**src/rtl/ircg_pkg.sv**
```systemverilog
package ircg_pkg;

    localparam int SEL_W    = 3;
    localparam int MAX_HALF = 24;
    localparam int CNT_W    = $clog2(MAX_HALF);

    typedef enum logic [SEL_W-1:0] {
        CS_DIV1  = 3'd0,
        CS_DIV2  = 3'd1,
        CS_DIV8  = 3'd2,
        CS_DIV12 = 3'd3,
        CS_DIV16 = 3'd4,
        CS_DIV24 = 3'd5,
        CS_HIGH  = 3'd6,
        CS_RSVD  = 3'd7
    } csel_t;

    typedef enum logic [1:0] {
        ST_IDLE,
        ST_MARK,
        ST_SPACE,
        ST_STEADY
    } cst_t;

    function automatic logic is_steady(input logic [SEL_W-1:0] s);
        return (s == CS_HIGH) || (s == CS_RSVD);
    endfunction

    // Half-period length minus one, in reference cycles.
    function automatic logic [CNT_W-1:0] half_m1(input logic [SEL_W-1:0] s);
        logic [CNT_W-1:0] r;
        case (s)
            CS_DIV1:  r = CNT_W'(0);
            CS_DIV2:  r = CNT_W'(1);
            CS_DIV8:  r = CNT_W'(7);
            CS_DIV12: r = CNT_W'(11);
            CS_DIV16: r = CNT_W'(15);
            CS_DIV24: r = CNT_W'(23);
            default:  r = CNT_W'(0);
        endcase
        return r;
    endfunction

endpackage

```
**src/rtl/ircg_cfg.sv**
```systemverilog
module ircg_cfg
    import ircg_pkg::*;
(
    input  logic             clk,
    input  logic             rst_n,
    input  logic             we,
    input  logic [SEL_W-1:0] wdata,
    output logic [SEL_W-1:0] sel_q
);

    always_ff @(posedge clk or negedge rst_n) begin
        if (!rst_n) begin
            sel_q <= '0;
        end else if (we) begin
            sel_q <= wdata;
        end
    end

    // a strobed write lands in the register
    p_sel_write_r9: assert property (@(posedge clk) disable iff (!rst_n)
        we |=> (sel_q == $past(wdata)));

    // without a strobe the register holds
    p_sel_hold_r9: assert property (@(posedge clk) disable iff (!rst_n)
        !we |=> $stable(sel_q));

endmodule

```
**src/rtl/ircg_fsm.sv**
```systemverilog
module ircg_fsm
    import ircg_pkg::*;
(
    input  logic             clk,
    input  logic             rst_n,
    input  logic             tx_en,
    input  logic [SEL_W-1:0] sel_q,
    output logic             burst_d,
    output logic             mark_d
);

    cst_t             st_q, st_d;
    logic [CNT_W-1:0] cnt_q, cnt_d;
    logic [SEL_W-1:0] act_q, act_d;

    // Next-state logic
    always_comb begin
        st_d  = st_q;
        cnt_d = cnt_q;
        act_d = act_q;
        if (!tx_en) begin
            st_d  = ST_IDLE;
            cnt_d = '0;
        end else begin
            unique case (st_q)
                ST_IDLE: begin
                    act_d = sel_q;
                    cnt_d = half_m1(sel_q);
                    st_d  = is_steady(sel_q) ? ST_STEADY : ST_MARK;
                end
                ST_MARK: begin
                    if (cnt_q == '0) begin
                        st_d  = ST_SPACE;
                        cnt_d = half_m1(act_q);
                    end else begin
                        cnt_d = cnt_q - CNT_W'(1);
                    end
                end
                ST_SPACE: begin
                    if (cnt_q == '0) begin
                        act_d = sel_q;
                        cnt_d = half_m1(sel_q);
                        st_d  = is_steady(sel_q) ? ST_STEADY : ST_MARK;
                    end else begin
                        cnt_d = cnt_q - CNT_W'(1);
                    end
                end
                ST_STEADY: begin
                    st_d = ST_STEADY;
                end
                default: st_d = ST_IDLE;
            endcase
        end
    end

    // State register
    always_ff @(posedge clk or negedge rst_n) begin
        if (!rst_n) begin
            st_q  <= ST_IDLE;
            cnt_q <= '0;
            act_q <= '0;
        end else begin
            st_q  <= st_d;
            cnt_q <= cnt_d;
            act_q <= act_d;
        end
    end

    assign burst_d = (st_d != ST_IDLE);
    assign mark_d  = (st_d == ST_MARK) || (st_d == ST_STEADY);

    // disable always returns the machine to IDLE
    p_disable_idle_r5: assert property (@(posedge clk) disable iff (!rst_n)
        !tx_en |=> (st_q == ST_IDLE));

    // steady level persists while enabled
    p_steady_holds_r3: assert property (@(posedge clk) disable iff (!rst_n)
        (st_q == ST_STEADY && tx_en) |=> (st_q == ST_STEADY));

    // ratio in use only changes at a period boundary
    p_ratio_stable_r6: assert property (@(posedge clk) disable iff (!rst_n)
        (tx_en && (st_q == ST_MARK || (st_q == ST_SPACE && cnt_q != '0)))
        |=> $stable(act_q));

    // half-period counter never exceeds the longest half
    p_cnt_bound_r2: assert property (@(posedge clk) disable iff (!rst_n)
        cnt_q <= CNT_W'(MAX_HALF - 1));

endmodule

```
**src/rtl/ircg_out.sv**
```systemverilog
module ircg_out (
    input  logic clk,
    input  logic rst_n,
    input  logic burst_d,
    input  logic mark_d,
    input  logic led_mode,
    output logic rem_q,
    output logic led_n_q,
    output logic led_oe_q
);

    // Output register
    always_ff @(posedge clk or negedge rst_n) begin
        if (!rst_n) begin
            rem_q    <= 1'b0;
            led_n_q  <= 1'b1;
            led_oe_q <= 1'b0;
        end else begin
            rem_q    <= mark_d;
            led_n_q  <= !(burst_d && led_mode);
            led_oe_q <= led_mode;
        end
    end

    // input mode leaves the indicator released
    p_led_released_r8: assert property (@(posedge clk) disable iff (!rst_n)
        !led_mode |=> (led_n_q && !led_oe_q));

    // indicator is low whenever the carrier is high in output mode
    p_led_follows_rem_r7: assert property (@(posedge clk) disable iff (!rst_n)
        (led_oe_q && rem_q) |-> !led_n_q);

endmodule

```
**src/rtl/ir_carrier_gen.sv**
```systemverilog
module ir_carrier_gen
    import ircg_pkg::*;
(
    input  logic             clk_ref,
    input  logic             rst_n,
    input  logic             cfg_we,
    input  logic [SEL_W-1:0] cfg_sel,
    input  logic             tx_en,
    input  logic             led_mode,
    output logic             rem_out,
    output logic             led_n,
    output logic             led_oe
);

    logic [SEL_W-1:0] sel_q;
    logic             burst_d;
    logic             mark_d;

    ircg_cfg u_cfg (
        .clk   (clk_ref),
        .rst_n (rst_n),
        .we    (cfg_we),
        .wdata (cfg_sel),
        .sel_q (sel_q)
    );

    ircg_fsm u_fsm (
        .clk     (clk_ref),
        .rst_n   (rst_n),
        .tx_en   (tx_en),
        .sel_q   (sel_q),
        .burst_d (burst_d),
        .mark_d  (mark_d)
    );

    ircg_out u_out (
        .clk      (clk_ref),
        .rst_n    (rst_n),
        .burst_d  (burst_d),
        .mark_d   (mark_d),
        .led_mode (led_mode),
        .rem_q    (rem_out),
        .led_n_q  (led_n),
        .led_oe_q (led_oe)
    );

    // carrier output is dark the cycle after disable
    p_rem_dark_r5: assert property (@(posedge clk_ref) disable iff (!rst_n)
        !tx_en |=> !rem_out);

endmodule

```
**config.mk**
```make
export PLATFORM = sky130hd
export DESIGN_NAME = ir_carrier_gen
export DESIGN_NICKNAME = d
export VERILOG_FILES = /design/src/rtl/ircg_pkg.sv /design/src/rtl/ircg_cfg.sv /design/src/rtl/ircg_fsm.sv /design/src/rtl/ircg_out.sv /design/src/rtl/ir_carrier_gen.sv
export SDC_FILE = /design/constraint.sdc
export NUM_CORES = 1
export LEC_CHECK = 0
export BUFFER_PORTS_ARGS = -buffer_cell sky130_fd_sc_hd__buf_2
export CORE_MARGIN = 4
export CORE_UTILIZATION = 58
export CTS_CLUSTER_DIAMETER = 60
export DETAILED_ROUTE_END_ITERATION = 16
export HOLD_SLACK_MARGIN = 0.02
export PLACE_DENSITY = 0.88
export SLEW_MARGIN = 5
export SYNTH_ARGS = -nofsm -noshare
export SYNTH_HDL_FRONTEND = slang
export SYNTH_SLANG_ARGS = --single-unit
```
**constraint.sdc**
```tcl
create_clock -name clk_ref -period 2.65 [get_ports clk_ref]
set_input_delay 0 -clock clk_ref [delete_from_list [all_inputs] [get_ports clk_ref]]
set_output_delay 0 -clock clk_ref [all_outputs]
set_load 0.005 [all_outputs]
```
==> impl_results.md <==
* Rows at 15
* Total congestion overflow at 0
* Post-synth EDFFs at 0
* Pins Over Slew Limit at 0
* Dpl cells at between 100 and 150
* Synth top area share at between 30% and 40%
* Clk pin slew, worst setup/hold paths at about 0.11 ns
* Gate power share at a little under three fifths
* Remaining antenna violation count after routing at 0
* Critical path capture point type: flip-flop
* Mapped cell area at about 1100 sq um
* TritonCTS clock tree: built
* Worst slew pin tran at just over 0.7 ns
* Max Cap Viol at 0
* Number of global-route vias before repair at a little over 900
* Remaining DRCs at 0
* Worst reg2reg endpoint: u_fsm.cnt_q[2]
* Final Setup Violations at 0
* Top post-synthesis cells by area: dfrtp_1 34%, mux2_2 6.2%, ha_1 5.7%, o211ai_1 3.4%, a21oi_1 3.2%
* Area after DPL at between 1000 and 1500 sq um
* Final TNS setup at 0 ns
* Async set-reset flop share out of synthesis at 100%
* Synth-to-layout area growth at 15.7%
* Final Wtd Congestion at approximately 0.95
* Worst Skew at between 0.004 and 0.005 ns
* DR pass1 iterations at 4
* CP arrival at around 2.4 ns
* Fin. Hold Viols at 0
* Sink Count at 16
* Port Buffers at 10
* Mapped Nets at 130
* Register area share after synthesis at 36.6%
* Most frequent cell after synthesis: dfrtp_1
* Die W at 51.5 microns
* CP max FO at 13
* Path type of the worst setup path: flip-flop to flip-flop
* Total Routing Usage GR at a little over a fifth
* Crit-path cells: inv_1 > ha_1 > o31ai_1 > a211oi_1 > nor4b_1 > a21oi_1
* Critical Path Source: u_fsm.st_q[1]
* Mean area per synthesized cell at approximately 9.4 sq um
* Buf/Inv on CP at 1
* Sw Pwr at approximately 640 uW
* Prevailing post-synth register cell: dfrtp_1
* Delay-heaviest family, CP: compound AO/OA/AOI/OAI gates
* Final setup margin at 0.435 ns
* Final period util at 83.6%
* N_diodes at 0
* Largest net degree at the start of global routing at 17
* VDD IR max at ~0.9 mV
* CTS root buf: clkbuf_4
* RSZ-0062 raised after global routing: no
* Wirelength per Cell at about 16 microns
* Power density cells at approximately 1100 nW/um^2
* R2r worst-path depth at 6
* Buffer depth of the longest clock path at 2
* Fin cells at 157
* Worst path max stage delay at between 0.6 and 0.7 ns
* Synth cell types at 45
* Status: complete, no violations
* Seq pwr share at approximately 31%
* Area leader, netlist: dfrtp_1
* Final Cell Area at approximately 1300 sq um
* CP Data Required Time at roughly 2.8 ns
* Global-route wire length before repair at around 4300 microns
* Number of H-tree levels at 1
* Area of the die at roughly 2700 sq um
* CTS resizes at 0
* Initial Util at just over 60%
* Post-DP HPWL at about 1600 microns
* Fin crit period at roughly 2.2 ns
* CP max stage cell: o31ai_1
* Sw Ratio at between 40% and 50%
* Total Wirelength at between 2000 and 2500 microns
* Place WS at around 0.5 ns
* Clk pwr share at between 10% and 20%
* Synth Instances at about 120
* Worst-Skew Late Latency at ~0.3 ns
* Die H at just over 50 microns
* Final Util at a little over 70%
* Worst R2R Setup Slack at between 0.4 and 0.5 ns
* Hold Crit Class: input pin to asynchronous set/reset pin
* Avg Vias per Cell at about 6.3
* Fill count at 145
* Reg2Reg Launch Point: u_fsm.st_q[1]
* Initial antenna violation count at 0
* Top post-synthesis cells by count: 15 x dfrtp_1, 9 x nand2_1, 7 x a21oi_1, 6 x mux2_2, 6 x o21ai_0
* Fraction of layout cells with a size suffix above 1 at between 10% and 20%
* IO Pins at 11
* Startpoint types: flip-flop
* Core Area at around 1800 sq um
* Iter 0 DRT Violations at 26
* Warnings from Yosys at 0
* Max_slew headroom at 51.4%
* Vias at 990
* P_leak at around 0.00051 uW
* Nets@finish at between 100 and 150
* Highest achievable clock rate at 452 MHz
* Internal power at around 760 uW
* Post-synthesis register bit count at 16
* CTS buffer count at 3
## sequential cells by signal, summed over array words and instances (netlist names)
| register | flops |
|---|---|
| u_fsm.cnt_q | 5 |
| u_out.rem_q | 1 |
| u_fsm.st_q | 2 |
| u_cfg.sel_q | 3 |
| u_out.led_oe_q | 1 |
| u_out.led_n_q | 1 |
| u_fsm.act_q | 3 |
## per-layer routing
metal | global-route usage, % | vias up | wire length [microns]
met5 | 0 | - | 0
met4 | 5.24 | 0 | 33
met3 | 3.72 | 4 | 132
met2 | 36.9 | 37 | 1210
met1 | 27.1 | 486 | 1110
li1 | - | 463 | -
## power groups by stage
stage                     sequential, uW  combinational, uW  clock [uW]
final                                438                796         172
after global placement               433                755           0
after CTS                            435                780         173
after floorplan                      410                642           0
after global routing                 452                876         186
after detailed placement             440                761           0
## worst reg2reg max path: cells and delay by family (launching register included)
kind / cells / cell delay (ns)
and+or+nand+nor: 1 / 0.34
DFF: 1 / 0.43
AOI/OAI and AO/OA: 3 / 0.89
buffers and inverters: 1 / 0.09
adders and majority gates: 1 / 0.36
## metrics by stage
step	power, uW	hold WS [ns]
global placement	1190	-0.0789
finish	1410	0.137
detailed placement	1200	-0.0617
global route	1510	0.185
CTS	1390	0.147
floorplan	1050	-0.296
## final cells by class
| cell class | instances | area [sq um] | area share (%) |
|---|---|---|---|
| Multi-Input combinational cell | 88 | 643 | 50.6 |
| Sequential cell | 16 | 402 | 31.6 |
| Timing Repair Buffer | 19 | 140 | 11.0 |
| Clock buffer | 4 | 36.3 | 2.85 |
| Tap cell | 25 | 31.3 | 2.46 |
| Inverter | 5 | 18.8 | 1.48 |
## worst max path at each step
stage	depth (start not counted)	slack (ns)	to
after detailed placement	6	0.51	u_fsm.cnt_q[2]
after global placement	6	0.53	u_fsm.cnt_q[2]
after global routing	6	0.27	u_fsm.cnt_q[2]
after floorplan	7	0.89	u_fsm.cnt_q[1]
after CTS	6	0.49	u_fsm.cnt_q[2]
final	6	0.44	u_fsm.cnt_q[2]
## cell usage in the layout, fill, tap and decap left out, types with 2 or more instances in the layout
cell / count
a211oi_1: 2
a21oi_1: 7
buf_2: 10
clkbuf_4: 3
dfrtp_1: 15
dlygate4sd3_1: 9
ha_1: 5
inv_1: 5
mux2_2: 6
nand2_1: 9
nand2b_1: 2
nand3_1: 3
nand4_1: 2
nor2_1: 4
nor3_1: 3
nor4b_1: 2
o211ai_1: 5
o21a_1: 3
o21ai_0: 6
o21ai_1: 2
or3_1: 2
xnor2_1: 2
## logic make-up (layout without fill, tap and decap cells)
group / count (synthesis) / in the layout / share of synthesized area, %
adder cells (fa/ha/maj): 5 / 5 / 5.69
flip-flops: 16 / 16 / 36.6
multiplexers: 6 / 6 / 6.15
XOR/XNOR: 3 / 3 / 2.39
AO/OA/AOI/OAI: 36 / 36 / 22.6
buffers and inverters: 13 / 28 / 4.90
AND/OR/NAND/NOR: 38 / 38 / 21.8
## what timing repair did
item / 4_1_cts / 5_1_grt
hold buffers: 9 / 0
setup endpoints to repair: 0 / 0
buffers inserted: 0 / 0
endpoints found under the hold margin: 22 / 0
No activity file was read; power rests on OpenSTA's default activity.
